$ cat config.mk
export PLATFORM = sky130hd
export DESIGN_NAME = ilv_ecc_mem
export DESIGN_NICKNAME = d
export VERILOG_FILES = /design/src/rtl/ilv_pkg.sv /design/src/rtl/ilv_secded_enc.sv /design/src/rtl/ilv_secded_dec.sv /design/src/rtl/ilv_weave.sv /design/src/rtl/ilv_unweave.sv /design/src/rtl/ilv_ecc_mem.sv
export SDC_FILE = /design/constraint.sdc
export NUM_CORES = 1
export LEC_CHECK = 0
export ABC_AREA = 1
export BUFFER_PORTS_ARGS = -buffer_cell sky130_fd_sc_hd__buf_2
export CORE_UTILIZATION = 50
export CTS_CLUSTER_SIZE = 40
export DETAILED_ROUTE_END_ITERATION = 10
export PLACE_DENSITY = 0.62
export REMOVE_ABC_BUFFERS = 1
export SYNTH_ARGS = -nofsm -noshare
export SYNTH_HDL_FRONTEND = slang
export SYNTH_SLANG_ARGS = --single-unit
$ cat constraint.sdc
create_clock -name clk -period 4.05 [get_ports clk]
set_input_delay 0.405 -clock clk [delete_from_list [all_inputs] [get_ports clk]]
set_output_delay 0.405 -clock clk [all_outputs]
set_load 0.03 [all_outputs]
$ cat src/rtl/ilv_pkg.sv
package ilv_pkg;
  localparam int NIB_W  = 4;
  localparam int LANES  = 2;
  localparam int CODE_W = 8;
  localparam int DATA_W = NIB_W * LANES;
  localparam int WORD_W = CODE_W * LANES;
endpackage

$ cat src/rtl/ilv_secded_enc.sv
module ilv_secded_enc
  import ilv_pkg::*;
(
  input  logic [NIB_W-1:0]  nib,
  output logic [CODE_W-1:0] code
);
  logic [CODE_W-2:0] body;

  always_comb begin
    body[0] = nib[0] ^ nib[1] ^ nib[3];
    body[1] = nib[0] ^ nib[2] ^ nib[3];
    body[2] = nib[0];
    body[3] = nib[1] ^ nib[2] ^ nib[3];
    body[4] = nib[1];
    body[5] = nib[2];
    body[6] = nib[3];
    code    = {^body, body};
  end
endmodule

$ cat src/rtl/ilv_secded_dec.sv
module ilv_secded_dec
  import ilv_pkg::*;
(
  input  logic [CODE_W-1:0] code,
  output logic [NIB_W-1:0]  nib,
  output logic              fixed_one,
  output logic              bad_two
);
  logic [2:0]        syn;
  logic              par;
  logic [CODE_W-1:0] mend;

  always_comb begin
    syn[0] = code[0] ^ code[2] ^ code[4] ^ code[6];
    syn[1] = code[1] ^ code[2] ^ code[5] ^ code[6];
    syn[2] = code[3] ^ code[4] ^ code[5] ^ code[6];
    par    = ^code;
    mend   = code;
    if (par && (syn != 3'd0)) begin
      mend[syn - 3'd1] = ~code[syn - 3'd1];
    end
    nib       = {mend[6], mend[5], mend[4], mend[2]};
    fixed_one = par;
    bad_two   = !par && (syn != 3'd0);
  end
endmodule

$ cat src/rtl/ilv_weave.sv
module ilv_weave
  import ilv_pkg::*;
(
  input  logic [CODE_W-1:0] lane_code [LANES],
  output logic [WORD_W-1:0] word
);
  for (genvar l = 0; l < LANES; l++) begin : g_lane
    for (genvar i = 0; i < CODE_W; i++) begin : g_bit
      assign word[i*LANES + l] = lane_code[l][i];
    end
  end
endmodule

$ cat src/rtl/ilv_unweave.sv
module ilv_unweave
  import ilv_pkg::*;
(
  input  logic [WORD_W-1:0] word,
  output logic [CODE_W-1:0] lane_code [LANES]
);
  for (genvar l = 0; l < LANES; l++) begin : g_lane
    for (genvar i = 0; i < CODE_W; i++) begin : g_bit
      assign lane_code[l][i] = word[i*LANES + l];
    end
  end
endmodule

$ cat src/rtl/ilv_ecc_mem.sv
module ilv_ecc_mem
  import ilv_pkg::*;
#(
  parameter int ADDR_W = 4
) (
  input  logic                clk,
  input  logic                rst_n,
  input  logic                ce,
  input  logic                we,
  input  logic [ADDR_W-1:0]   addr,
  input  logic [DATA_W-1:0]   wdata,
  input  logic                inj_en,
  input  logic [ADDR_W-1:0]   inj_addr,
  input  logic [WORD_W-1:0]   inj_mask,
  output logic [DATA_W-1:0]   rdata,
  output logic [LANES-1:0]    corr_flag,
  output logic [LANES-1:0]    uncorr_flag
);
  localparam int DEPTH = 1 << ADDR_W;

  logic              wr_en;
  logic              rd_en;
  logic [CODE_W-1:0] wr_code [LANES];
  logic [CODE_W-1:0] rd_code [LANES];
  logic [WORD_W-1:0] wr_word;
  logic [WORD_W-1:0] rd_word;
  logic [WORD_W-1:0] cells [DEPTH];

  logic [DATA_W-1:0] dec_data;
  logic [LANES-1:0]  dec_corr;
  logic [LANES-1:0]  dec_unc;

  logic [DATA_W-1:0] rdata_q,  rdata_d;
  logic [LANES-1:0]  corr_q,   corr_d;
  logic [LANES-1:0]  unc_q,    unc_d;

  assign wr_en = ce && we;
  assign rd_en = ce && !we;

  for (genvar l = 0; l < LANES; l++) begin : g_enc
    ilv_secded_enc u_enc (
      .nib  (wdata[l*NIB_W +: NIB_W]),
      .code (wr_code[l])
    );
  end

  ilv_weave u_weave (
    .lane_code (wr_code),
    .word      (wr_word)
  );

  for (genvar e = 0; e < DEPTH; e++) begin : g_cell
    logic [WORD_W-1:0] cell_q;
    logic [WORD_W-1:0] cell_d;
    logic              hit_wr;
    logic              hit_inj;

    assign hit_wr  = wr_en  && (addr     == ADDR_W'(e));
    assign hit_inj = inj_en && (inj_addr == ADDR_W'(e));

    always_comb begin
      cell_d = hit_wr ? wr_word : cell_q;
      if (hit_inj) begin
        cell_d = cell_d ^ inj_mask;
      end
    end

    always_ff @(posedge clk) begin
      if (hit_wr || hit_inj) begin
        cell_q <= cell_d;
      end
    end

    assign cells[e] = cell_q;
  end

  assign rd_word = cells[addr];

  ilv_unweave u_unweave (
    .word      (rd_word),
    .lane_code (rd_code)
  );

  for (genvar l = 0; l < LANES; l++) begin : g_dec
    ilv_secded_dec u_dec (
      .code      (rd_code[l]),
      .nib       (dec_data[l*NIB_W +: NIB_W]),
      .fixed_one (dec_corr[l]),
      .bad_two   (dec_unc[l])
    );
  end

  always_comb begin
    rdata_d = rdata_q;
    corr_d  = corr_q;
    unc_d   = unc_q;
    if (rd_en) begin
      rdata_d = dec_data;
      corr_d  = dec_corr;
      unc_d   = dec_unc;
    end
  end

  always_ff @(posedge clk or negedge rst_n) begin
    if (!rst_n) begin
      rdata_q <= '0;
      corr_q  <= '0;
      unc_q   <= '0;
    end else begin
      rdata_q <= rdata_d;
      corr_q  <= corr_d;
      unc_q   <= unc_d;
    end
  end

  assign rdata       = rdata_q;
  assign corr_flag   = corr_q;
  assign uncorr_flag = unc_q;
endmodule

Yosys cells after proc, flatten, opt, wreduce, memory -nomap -nowiden
Cells that the tools add are included.
{"block": "totals", "ff_bits": 268, "input_bits": 37, "output_inout_bits": 12, "wordCells": 219}
{"block": "classes", "addsub": 2, "order_cmp": 5, "eq_ne": 30, "n_mux": 47, "n_bitwise": 49, "n_reduce_logical": 67}
{"op": "$mux W16", "count": 34}
{"op": "$xor A16 B16 Y16", "count": 16}
{"op": "$bmux W16 S4", "count": 1}
{"op": "$eq A4 B4 Y1 const B", "count": 16}
{"op": "$logic_and A1 B1 Y1", "count": 40}
{"op": "$eq A4 B3 Y1 const B", "count": 8}
{"op": "$xor A1 B1 Y1", "count": 30}
{"op": "$bwmux W8", "count": 2}
{"op": "$eq A4 B2 Y1 const B", "count": 4}
{"op": "$logic_or A1 B1 Y1", "count": 16}
{"op": "$reduce_xor A8 Y1", "count": 2}
{"op": "$mux W7", "count": 2}
{"op": "$reduce_xor A7 Y1", "count": 2}
{"op": "$eq A4 B1 Y1 const B", "count": 2}
{"op": "$logic_not A4 Y1", "count": 2}
{"op": "$lt A3 B4 Y1 const B", "count": 2}
{"op": "$bmux W1 S3", "count": 2}
{"op": "$demux W1 S3", "count": 2}
{"op": "$ge A3 B1 Y1 const B", "count": 2}
{"op": "$reduce_bool A3 Y1", "count": 2}
{"op": "$sub A3 B1 Y3 const B", "count": 2}
{"op": "$ge A5 B5 Y1 const B", "count": 1}
{"op": "$not A4 Y5", "count": 1}
{"op": "$mux W1", "count": 4}
{"op": "other kinds (2)", "count": 5}

Longest topological paths before layout
{"block": "depth", "word_depth": 14, "ltp_mapped": 26, "ltp_nobuf": 24}

By module
A second synthesis with hierarchy kept.
{"block": "unflattened", "hier_cells": 4056, "hier_area_um2": 24011.8}
{"module": "ilv_ecc_mem", "instances": 1, "cells_per_inst": 3777, "area_per_inst_um2": 22527.9, "seq_area_each_um2": 7987.7}
{"module": "ilv_secded_dec (g_dec[1].u_dec)", "instances": 1, "cells_per_inst": 109, "area_per_inst_um2": 518.0, "seq_area_each_um2": 0.0}
{"module": "ilv_secded_dec (g_dec[0].u_dec)", "instances": 1, "cells_per_inst": 78, "area_per_inst_um2": 455.4, "seq_area_each_um2": 0.0}
{"module": "ilv_secded_enc", "instances": 2, "cells_per_inst": 30, "area_per_inst_um2": 135.1, "seq_area_each_um2": 0.0}
{"module": "ilv_unweave", "instances": 1, "cells_per_inst": 16, "area_per_inst_um2": 120.1, "seq_area_each_um2": 0.0}
{"module": "ilv_weave", "instances": 1, "cells_per_inst": 16, "area_per_inst_um2": 120.1, "seq_area_each_um2": 0.0}

Worst setup path before layout
OpenSTA, ideal clock, no wires.
{"block": "synth_path", "kind": "input -> register", "start": "in addr[0]", "end": "reg rdata_q[2] (netlist: rdata[2])", "setup_time_ps": 117, "arrival_ps": 2486, "path_slack_ps": 1447, "cell_stages": 24, "path_cell_list": "inv_2 > clkbuf_1 > nand2_1 > nand2_1 > nand2_1 > nand2_1 > nand2_1 > nand2_1 > inv_1 > nand2_1 > nand2_2 > nand2_2 > nand2_1 > nand3_1 > nand2_2 > nand2_1 > inv_1 > ha_1 > inv_1 > nand3_1 > nor2_1 > nand3_1 > nand2_1 > nand2_1"}
{"block": "synth_between", "elab_chain_len": 14, "elab_cells_between_ends": 27, "cone_classes": "add/sub (1); order compare (2); mux (9); bitwise (11); reduce/logical (4)"}
{"element": "start: declaration", "line": "ilv_ecc_mem.sv:10", "source": "input logic [ADDR_W-1:0] addr,"}
{"element": "$not A4 Y5 (implied by the code) *", "line": "ilv_ecc_mem.sv:77", "source": "assign rd_word = cells[addr];"}
{"element": "$bmux W16 S4 *", "line": "ilv_ecc_mem.sv:77"}
{"element": "$mux W16 (implied by the code) * (2 in series)", "line": "ilv_ecc_mem.sv:77"}
{"element": "$xor A1 B1 Y1, on equally long branches (3 in series)", "line": "ilv_secded_dec.sv:14, ilv_secded_dec.sv:15, ilv_secded_dec.sv:16"}
{"element": "$sub A3 B1 Y3", "line": "ilv_secded_dec.sv:20", "source": "mend[syn - 3'd1] = ~code[syn - 3'd1];"}
{"element": "$lt A3 B4 Y1 (implied by the code) / $ge A3 B1 Y1 (equally long branches)", "line": "ilv_secded_dec.sv:20"}
{"element": "$logic_and A1 B1 Y1 (implied by the code)", "line": "ilv_secded_dec.sv:20"}
{"element": "$mux W1 (implied by the code)", "line": "ilv_secded_dec.sv:20"}
{"element": "$demux W1 S3"}
{"element": "$bwmux W8", "line": "ilv_secded_dec.sv:20"}
{"element": "$mux W7 *", "line": "ilv_secded_dec.sv:19", "source": "if (par && (syn != 3'd0)) begin"}
{"element": "end signal: assignment", "line": "ilv_ecc_mem.sv:110", "source": "rdata_q <= rdata_d;"}
{"element": "end: declaration", "line": "ilv_ecc_mem.sv:33", "source": "logic [DATA_W-1:0] rdata_q, rdata_d;"}
Mark *: on every way between the ends. The rest lies on a longest branch, timed or not. The select of a mux whose other input is x is not followed.
A chain may end at the register's enable or synchronous reset.

Worst setup path after layout
Ends and elaborated chain as after synthesis.

==> PnR_summary.wiki <==
{| class="wikitable"
! Metric !! Value
|-
| Row count || 70
|-
| Critical Setup Path Class || input port to register
|-
| Post-route antenna net violation count || 0
|-
| Worst Clk Skew || 18.1 ps
|-
| #FFs+latches synth || 268
|-
| Most frequent cell on the critical path || sky130_fd_sc_hd__nand2_1
|-
| Die area || 0.0380 mm^2
|-
| Clock sink count || 268
|-
| Number of synthesized flops with an enable pin || 256
|-
| Placeable core region || 0.0366 mm^2
|-
| IR Drop Worst-Case VDD || 0.000238 V
|-
| Unique cell type count in the Yosys netlist || 27
|-
| Number of DRC violations after detailed-routing iteration 0 || 1,955
|-
| Power per standard cell area || 362 mW/mm^2
|-
| Syn Std Cell Area || 0.0186 mm^2
|-
| First-pass GRT wire length || 97,700 um
|-
| Number of vias per cell || 5.69
|-
| Number of I/O port buffers || 48
|-
| NumNets Final || 2,529
|-
| Max Buffers Root-to-Sink || 3
|-
| Pin count of the biggest net entering global routing || 67
|-
| Horizontal die dimension || 195 um
|-
| Worst path top cell family by delay || simple AND/OR/NAND/NOR gates
|-
| Clock tree from TritonCTS || yes
|-
| Critical Path End Type || register
|-
| Flip-flop cell with the highest count after synthesis || sky130_fd_sc_hd__edfxtp_1
|-
| Share of synthesized registers carrying an async set or reset || 4.48%
|-
| H-tree depth || 2
|-
| Final critical-path required period || 3150 ps
|-
| P&R area growth vs syn || 8.39%
|-
| Yosys synthesis warning count || 0
|-
| Synthesized area divided by synthesized cell count || 7.46 um^2
|-
| Vert. Die Dim || 195 um
|-
| DR vias || 16.9k
|-
| Worst slack, placed || 452 ps
|-
| Setup TNS Final || 0 ps
|-
| Least setup slack across all paths after layout || 902 ps
|-
| Root buf cell || sky130_fd_sc_hd__clkbuf_16
|-
| Library cell with the largest summed area after synthesis || sky130_fd_sc_hd__edfxtp_1
|-
| Number of fill cells in the layout || 3,551
|-
| Worst-Skew Late Latency || 530 ps
|-
| Highest fanout seen on the critical path || 57
|-
| Share of synthesized area occupied by flip-flops and latches || 42.9%
|-
| Count of buffering cells on the critical path with inverters included || 5
|-
| Sequential cell area || 0.00799 mm^2
|-
| Fmax || 318 MHz
|-
| Overflow after GRT || 0
|-
| Peak per-stage delay on the critical path || 540 ps
|-
| First-pass detailed-route iteration total || 6
|-
| Slew of the pin with the lowest slew margin || 1110 ps
|-
| Number of diodes || 0
|-
| Slew margin rel. || 26.1%
|-
| Antenna violations before repair || 0
|-
| Status || completed
|-
| Global router's overall resource usage || 34.0%
|-
| Clock Pin Slew Worst Setup and Hold Paths || 50 ps
|-
| Leakage Power || 0.00967 uW
|-
| Initial core utilization || 50.9%
|-
| Area of all placed cells without fillers || 0.0202 mm^2
|-
| Average wire length per cell after detail routing || 21.4 um
|-
| Final Max Tran Viols || 0
|-
| Vias in the first global route || 16.0k
|-
| Unrepaired setup endpoints after global routing || false
|-
| DRC viols || 0
|-
| Standard cell area after detailed placement || 0.0192 mm^2
|-
| Setup violators final || 0
|-
| IO Count || 49
|-
| Final routed wirelength across all metal layers || 63,800 um
|-
| Worst hold slack across all endpoints || 290 ps
|-
| Total of max-cap violations || 0
|-
| Data required, critical path || 4520 ps
|-
| Largest cells by area after synthesis || sky130_fd_sc_hd__edfxtp_1, sky130_fd_sc_hd__nand2_1, sky130_fd_sc_hd__xor2_1
|-
| CTS Buf Count || 34
|-
| Post-CTS Setup Bufs || 0
|-
| DP Wirelength || 41,400 um
|-
| Routability congestion estimate || 0.953
|-
| Syn Inst Count || 2,496
|-
| Worst hold path class || input port to register
|-
| Slowest cell on crit path || sky130_fd_sc_hd__buf_4
|-
| Element type at the critical path start || input port
|-
| Share of cells above drive strength 1 || 8.25%
|-
| Yosys top cell area share || 41.3%
|-
| Period utilization || 77.7%
|-
| Number of hold violations in the final report || 0
|-
| Area occupied by multi-input gates || 0.00931 mm^2
|-
| Arrival time at the worst endpoint || 3610 ps
|}
## worst min-delay path, cell delays in order
cell                      delay (ps)
sky130_fd_sc_hd__buf_2           120
sky130_fd_sc_hd__nand2_1          80
sky130_fd_sc_hd__xor2_1           60
sky130_fd_sc_hd__inv_1            40
## metal layers
metal | wire length, um | vias to the layer above | global-route usage [%] | share of wire, %
met5 | 0 | - | 0 | 0
met4 | 2380 | 0 | 12.6 | 3.7
met3 | 6570 | 122 | 4.75 | 10
met2 | 27800 | 926 | 52.2 | 44
met1 | 27000 | 7912 | 48.8 | 42
li1 | - | 7966 | - | -
## cells in the final DEF (no fill, tap or decap), types with 2 or more instances in the layout
| master | Yosys | final |
|---|---|---|
| sky130_fd_sc_hd__nand3_1 | 130 | 130 |
| sky130_fd_sc_hd__edfxtp_1 | 256 | 256 |
| sky130_fd_sc_hd__o21ai_0 | 253 | 253 |
| sky130_fd_sc_hd__buf_12 | 0 | 3 |
| sky130_fd_sc_hd__o21ai_1 | 2 | 2 |
| sky130_fd_sc_hd__nor2_1 | 271 | 271 |
| sky130_fd_sc_hd__xor2_1 | 214 | 214 |
| sky130_fd_sc_hd__clkinv_1 | 0 | 4 |
| sky130_fd_sc_hd__clkinv_2 | 0 | 6 |
| sky130_fd_sc_hd__ha_1 | 2 | 2 |
| sky130_fd_sc_hd__nor2_4 | 3 | 3 |
| sky130_fd_sc_hd__nand2_2 | 13 | 13 |
| sky130_fd_sc_hd__clkbuf_1 | 104 | 10 |
| sky130_fd_sc_hd__nand4_1 | 36 | 36 |
| sky130_fd_sc_hd__nor3_1 | 5 | 5 |
| sky130_fd_sc_hd__inv_2 | 19 | 17 |
| sky130_fd_sc_hd__nand3_2 | 6 | 6 |
| sky130_fd_sc_hd__clkbuf_16 | 0 | 35 |
| sky130_fd_sc_hd__buf_2 | 20 | 47 |
| sky130_fd_sc_hd__or2_2 | 2 | 2 |
| sky130_fd_sc_hd__inv_1 | 138 | 138 |
| sky130_fd_sc_hd__nor2_2 | 14 | 14 |
| sky130_fd_sc_hd__dfrtp_1 | 12 | 12 |
| sky130_fd_sc_hd__buf_4 | 15 | 58 |
| sky130_fd_sc_hd__a22o_1 | 2 | 2 |
| sky130_fd_sc_hd__xnor2_1 | 56 | 56 |
| sky130_fd_sc_hd__nand2_1 | 900 | 900 |
| sky130_fd_sc_hd__a21oi_1 | 10 | 10 |
## worst paths after layout
check | start | end | slack [ps] | cells after the start
setup / recovery | addr[0] | rdata[2]$_DFFE_PN0P_ | 900 | 25
hold / removal | inj_mask[0] | g_cell[5].cell_q[0]$_DFFE_PP_ | 290 | 4
setup reg to reg | g_cell[1].cell_q[4]$_DFFE_PP_ | rdata[2]$_DFFE_PN0P_ | 1120 | 22
hold reg to reg | rdata[4]$_DFFE_PN0P_ | rdata[4]$_DFFE_PN0P_ | 480 | 2
max in group asynchronous | rst_n | rdata[1]$_DFFE_PN0P_ | 3490 | 2
min in group asynchronous | rst_n | rdata[6]$_DFFE_PN0P_ | 310 | 2
## cells in the mapped netlist (6+ instances only)
master,number
sky130_fd_sc_hd__nand2_1,900
sky130_fd_sc_hd__nor2_1,271
sky130_fd_sc_hd__edfxtp_1,256
sky130_fd_sc_hd__o21ai_0,253
sky130_fd_sc_hd__xor2_1,214
sky130_fd_sc_hd__inv_1,138
sky130_fd_sc_hd__nand3_1,130
sky130_fd_sc_hd__clkbuf_1,104
sky130_fd_sc_hd__xnor2_1,56
sky130_fd_sc_hd__nand4_1,36
sky130_fd_sc_hd__buf_2,20
sky130_fd_sc_hd__inv_2,19
sky130_fd_sc_hd__buf_4,15
sky130_fd_sc_hd__nor2_2,14
sky130_fd_sc_hd__nand2_2,13
sky130_fd_sc_hd__dfrtp_1,12
sky130_fd_sc_hd__buf_6,11
sky130_fd_sc_hd__a21oi_1,10
sky130_fd_sc_hd__nand3_2,6
## kinds of logic after synthesis
family,after synthesis,share of synthesized area (%)
and+or+nand+nor,1380,29.9
buffers and inverters,308,7.09
xor gates and xnor gates,270,12.7
AOI/OAI and AO/OA,268,7.26
DFF,268,42.9
adders and majority gates,2,0.134
## registers in the layout, summed over array words and instances (netlist names)
signal,count
corr_flag,2
g_cell.cell_q,256
rdata,8
uncorr_flag,2
## what timing repair did
action	4_1_cts	5_1_grt
hold buffers	1	0
endpoints found under the hold margin	12	0
resized for setup	0	0
## power by group
group          internal (uW)  total (uW)  leakage (uW)  switching [uW]
clock network           1580        2790      0.000470            1210
registers               3110        3150       0.00247            44.3
logic                    361        1360       0.00673            1000
## area by class of cell
type,count,share of cell area [%]
Multi-Input combinational cell,1920,46.1
Sequential cell,268,39.6
Clock buffer,45,4.53
Timing Repair Buffer,109,3.67
Inverter,157,2.93
Tap cell,468,2.90
Clock inverter,10,0.254
## through the flow
| stage | utilization [%] | power (uW) | std cells |
|---|---|---|---|
| floorplan | - | 4030 | 2345 |
| global placement | 52.5 | 4520 | 2921 |
| detailed placement | 52.5 | 4540 | 2921 |
| CTS | 55.1 | 7290 | 2977 |
| global route | 55.1 | 7540 | 2977 |
| finish | 55.1 | 7300 | 2977 |
(Power assumes the default switching activity.)
